$ cat config.mk
export PLATFORM = sky130hd
export DESIGN_NAME = pci_burst_wr
export DESIGN_NICKNAME = d
export VERILOG_FILES = /design/src/rtl/pci_burst_wr.sv
export SDC_FILE = /design/constraint.sdc
export NUM_CORES = 1
export LEC_CHECK = 0
export BUFFER_PORTS_ARGS = -buffer_cell sky130_fd_sc_hd__buf_4
export CAP_MARGIN = 20
export CORE_MARGIN = 1
export CORE_UTILIZATION = 35
export DETAILED_ROUTE_END_ITERATION = 7
export PLACE_DENSITY = 0.6
export SLEW_MARGIN = 20
export SYNTH_ARGS = -nofsm -noshare
export SYNTH_HDL_FRONTEND = slang
export SYNTH_SLANG_ARGS = --single-unit
$ cat constraint.sdc
create_clock -name clk -period 2.15 [get_ports clk]
set_clock_uncertainty 0.1 [all_clocks]
set_input_delay 0.3225 -clock clk [delete_from_list [all_inputs] [get_ports clk]]
set_output_delay 0.3225 -clock clk [all_outputs]
set_load 0.1 [all_outputs]
$ cat src/rtl/pci_burst_wr.sv
module pci_burst_wr #(
  parameter int CW    = 8,
  parameter int BURST = 4,
  parameter int DEVTO = 5,
  parameter int GAP   = 2
) (
  input  logic          clk,
  input  logic          rst_n,
  input  logic          start,
  input  logic [31:0]   start_addr,
  input  logic [CW-1:0] word_cnt,
  input  logic          ext_req,
  output logic          done,
  output logic          err,
  output logic [CW-1:0] buf_idx,
  input  logic [31:0]   buf_data,
  output logic          bus_req,
  input  logic          bus_gnt,
  output logic          frame,
  output logic          irdy,
  input  logic          devsel,
  input  logic          trdy,
  input  logic          stop,
  output logic [31:0]   ad_out,
  output logic          ad_oe,
  output logic [3:0]    cbe_out,
  output logic          par_out,
  output logic          par_oe
);
  localparam int TW  = $clog2(BURST + 1);
  localparam int DTW = $clog2(DEVTO + 1);
  localparam int GW  = $clog2(GAP + 1);

  typedef enum logic [2:0] {S_IDLE, S_REQ, S_ADDR, S_DATA, S_DROP, S_REL, S_GAP} st_t;

  st_t           st;
  logic [31:0]   addr;
  logic [CW-1:0] rem, idx;
  logic [TW-1:0] tleft;
  logic [DTW-1:0] dcnt;
  logic [GW-1:0] gcnt;
  logic          dseen, abort_q, err_q, par_q, par_oe_q;

  wire last     = (tleft == TW'(1));
  wire data_ph  = (st == S_DATA);
  wire end_tail = last;

  assign frame   = (st == S_ADDR) || (data_ph && !last);
  assign irdy    = data_ph || (st == S_DROP);
  assign ad_oe   = (st == S_ADDR) || irdy;
  assign bus_req = (st == S_REQ) || (ext_req && frame);
  assign ad_out  = (st == S_ADDR) ? addr : buf_data;
  assign cbe_out = (st == S_ADDR) ? 4'b0111 : 4'b0000;
  assign done    = (st == S_REL) && (abort_q || rem == '0);
  assign err     = err_q;
  assign buf_idx = idx;
  assign par_out = par_q;
  assign par_oe  = par_oe_q;

  always_ff @(posedge clk or negedge rst_n) begin
    if (!rst_n) begin
      st <= S_IDLE; addr <= '0; rem <= '0; idx <= '0; tleft <= '0;
      dcnt <= '0; gcnt <= '0; dseen <= 1'b0; abort_q <= 1'b0;
      err_q <= 1'b0; par_q <= 1'b0; par_oe_q <= 1'b0;
    end else begin
      par_q    <= ^{ad_out, cbe_out};
      par_oe_q <= ad_oe;
      case (st)
        S_IDLE: if (start) begin
          addr <= start_addr; rem <= word_cnt; idx <= '0;
          err_q <= 1'b0; abort_q <= 1'b0;
          st <= (word_cnt == '0) ? S_REL : S_REQ;
        end
        S_REQ: if (bus_gnt) begin
          tleft <= (rem > CW'(BURST)) ? TW'(BURST) : TW'(rem);
          dcnt <= '0; dseen <= 1'b0;
          st <= S_ADDR;
        end
        S_ADDR: st <= S_DATA;
        S_DATA: begin
          if (dcnt != DTW'(DEVTO)) dcnt <= dcnt + DTW'(1);
          if (devsel) dseen <= 1'b1;
          if (stop && !devsel) begin
            abort_q <= 1'b1; err_q <= 1'b1;
            st <= end_tail ? S_REL : S_DROP;
          end else if (devsel && trdy) begin
            idx <= idx + CW'(1); rem <= rem - CW'(1);
            addr <= addr + 32'd4; tleft <= tleft - TW'(1);
            if (last) st <= S_REL;
            else if (stop) st <= S_DROP;
          end else if (devsel && stop) begin
            st <= end_tail ? S_REL : S_DROP;
          end else if (!devsel && !dseen && dcnt == DTW'(DEVTO - 1)) begin
            abort_q <= 1'b1; err_q <= 1'b1;
            st <= end_tail ? S_REL : S_DROP;
          end
        end
        S_DROP: st <= S_REL;
        S_REL: begin
          gcnt <= '0;
          st <= (abort_q || rem == '0) ? S_IDLE : S_GAP;
        end
        S_GAP: begin
          gcnt <= gcnt + GW'(1);
          if (gcnt == GW'(GAP - 1)) st <= S_REQ;
        end
        default: st <= S_IDLE;
      endcase
    end
  end
endmodule

==> metrics.md <==
| Metric | Value |
|---|---|
| Status | complete, but fails checks |
| Failing checks | negative setup slack |
| WL met3 | 1.30 mm |
| Number of routed nets with antenna violations | 0 |
| HP Class | input port to flip-flop |
| Grt ovf | 0 |
| Die height | 120 µm |
| Inserted Clock Buffers | 9 |
| Pin count of the biggest net entering global routing | 40 |
| Crit path max fanout | 3 |
| Worst-Skew Late Latency | 330 ps |
| Worst Setup EP | done |
| Clk slew on worst S/H paths | 50 ps |
| Cell Area, Synth | 0.00484 mm² |
| Post-synth ARST share | 1.00 |
| Die width | 120 µm |
| Hold Vio Cnt, Final | 0 |
| Critical R2R Launch | st[2] |
| Total detailed-routing wirelength | 15.9 mm |
| Ranking of synthesized cells by area | dfrtp_1 (33%), xnor2_1 (10%), mux2_2 (7.7%) |
| Ys Warns | 0 |
| Global-route wire length before repair | 24.8 mm |
| Vias after detailed routing | 4891 |
| Commonest cells in the netlist | dfrtp_1 (63), xnor2_1 (56), nand2_1 (52) |
| I/O pin count | 132 |
| CP required | 1730 ps |
| # rows | 42 |
| Cell variety after synth | 64 |
| RSZ-0062 raised after global routing | true |
| Fin crit period | 2420 ps |
| Post-synth EDFFs | 0 |
| # DRC | 0 |
| Fin crit share | 1.13 |
| P per Cell Area | 1840 mW/mm² |
| DR WL/cell | 17.5 µm |
| Sequential fraction of the synthesis area | 0.326 |
| Nets@finish | 821 |
| # Max-Cap Violations | 0 |
| Prevailing post-synth register cell | dfrtp_1 |
| CTS tree | yes |
| Num Clock Sinks | 63 |
| Reg2reg path depth | 9 |
| Final worst slack | -273 ps |
| Met2 WL | 7.83 mm |
| DIE AREA | 0.0143 mm² |
| N_diodes | 0 |
| Reg2reg end | addr[27] |
| Initial antenna violation count | 0 |
| Vias in the first global route | 4873 |
| Net Count, Synth | 642 |
| Post-Synthesis Cells | 552 |
| DRT iter0 DRCs | 188 |
| Reg2reg setup slack | 50 ps |
| Crit Path Category | flip-flop to primary output |
| Max Slew Vio Count | 0 |
| Synth area leader | dfrtp_1 |
| H-tree Lvls | 3 |
| Vias/cell | 5.37 |
| Final setup viols | 34 |
| Number of synthesized register bits | 63 |
| Area share of the largest cell type after synthesis | 0.326 |
| Area Overhead vs Synth | 57.0% |
| Post-synthesis area per instance | 8.76 µm² |
| Crit start category | flip-flop |
| Placed Cells | 865 |
| Switching power | 6.94 mW |
| Net Sw Frac | 0.497 |
| DP Wirelength | 10.4 mm |
| Critical path arrival | 2000 ps |
| DR pass1 iterations | 7 |
| Worst Setup End Kind | primary output |
| Cell internal pwr | 7.02 mW |
| Top sig layer | met4 |
| Fin Hold WS | 86.5 ps |
| Reg power frac | 0.158 |
| GP Congestion | 0.797 |
| Clock share of power | 0.094 |
| CTS max path bufs | 2 |
| Combinational share of power | 0.748 |
| Share of cells above drive strength 1 | 0.386 |
| Finished Layout Cells | 911 |
| Input/output buffers | 130 |
| Hold path cells | 3 |
| Initial Util | 0.362 |
| M1 WL | 6.57 mm |
| Leakage power | 3.33 nW |
| CORE AREA | 0.0133 mm² |
| Clk root buf | clkbuf_16 |
| GR Util All Layers | 0.221 |
| Top-count cell post-synth | dfrtp_1 |
| Worst-case vdd ir drop | 818 µV |
| Crit path launch | rem[5] |
| Max Clock Freq | 0.413 GHz |
[what timing repair did]
| action | in CTS | in global routing |
|---|---|---|
| gates resized for setup | 138 | 35 |
| setup buffers | 13 | 13 |
| setup endpoints to repair | 38 | 74 |
| gates cloned | 5 | 4 |
| pin swaps | 4 | 4 |
| endpoints found under the hold margin | 24 | 0 |
| hold buffers | 1 | 0 |
[placed cells by master (no fill, tap or decap), types with 8 or more instances in the layout]
cell type / n
buf_12: 48
buf_4: 146
a21oi_1: 45
inv_1: 14
xnor2_1: 56
clkbuf_16: 13
nand3_1: 18
ha_1: 10
xor2_1: 13
o21ai_0: 49
nor2_1: 35
dfrtp_1: 61
nor3_1: 11
nand2_1: 50
nand4_1: 8
mux2_4: 32
[state kept, by name (all words and copies together) (netlist names)]
signal	count
st	3
tleft	3
rem	8
addr	32
dcnt	3
par_out	1
par_oe	1
err	1
dseen	1
buf_idx	8
gcnt	2
[power by group through the flow]
stage	Clock [mW]	Sequential, mW	Combinational [mW]
5_1_grt	1.39	2.27	11.1
3_5_place_dp	0	2.21	8.51
2_1_floorplan	0	2.49	6.34
4_1_cts	1.34	2.19	10.0
6_report	1.32	2.20	10.4
3_3_place_gp	0	2.19	8.39
[final cells by class]
cell class,instances,area (µm²)
Inverter,14,52.6
Clock buffer,14,254
Clock inverter,1,5.00
Tap cell,176,220
Fill cell,1188,5750
Timing Repair Buffer,206,2290
Multi-Input combinational cell,437,3200
Sequential cell,63,1580
[worst min-delay path by stage]
stage | end | from | slack (ps)
after floorplan | addr[0] | rst_n | -70
after global placement | buf_idx[7] | rst_n | 160
after detailed placement | buf_idx[7] | rst_n | 170
after CTS | addr[0] | start_addr[0] | 70
after global routing | addr[0] | start_addr[0] | 80
final | addr[0] | start_addr[0] | 90
[per-stage QoR]
stage               utilization  power (mW)  setup slack (ps)  instance area [µm²]  setup TNS (ps)
floorplan                     -        8.84              -313                 4960            -330
global placement          0.472        10.6              31.4                 6300               0
detailed placement        0.472        10.7              26.2                 6300               0
CTS                       0.550        13.5              -273                 7340           -4240
global route              0.569        14.8              -381                 7600           -5890
finish                    0.569        14.0              -273                 7600           -4070
[critical path: stages (launching register included)]
cell and delay, ps:
dfrtp_1 370, or3_4 410, nor4_4 180, a21o_1 190, nand2_2 90, nor3b_4 220, buf_12 200
[metal layers]
| layer | vias to the layer above | global-route usage |
|---|---|---|
| li1 | 2325 | - |
| met1 | 2350 | 0.276 |
| met2 | 197 | 0.376 |
| met3 | 19 | 0.0604 |
| met4 | 0 | 0.0531 |
| met5 | - | 0 |
[cell families (layout without fill, tap and decap cells)]
logic type | count (synthesis) | count (layout) | synth area share
DFF | 63 | 63 | 0.326
buffers and inverters | 52 | 235 | 0.0654
and+or+nand+nor | 171 | 171 | 0.186
other | 1 | 1 | 0.000775
muxes | 36 | 36 | 0.0830
AOI/OAI and AO/OA | 150 | 150 | 0.188
xor gates and xnor gates | 69 | 69 | 0.125
adders and majority gates | 10 | 10 | 0.0259
Note: power is estimated with default switching activity, not from simulation.
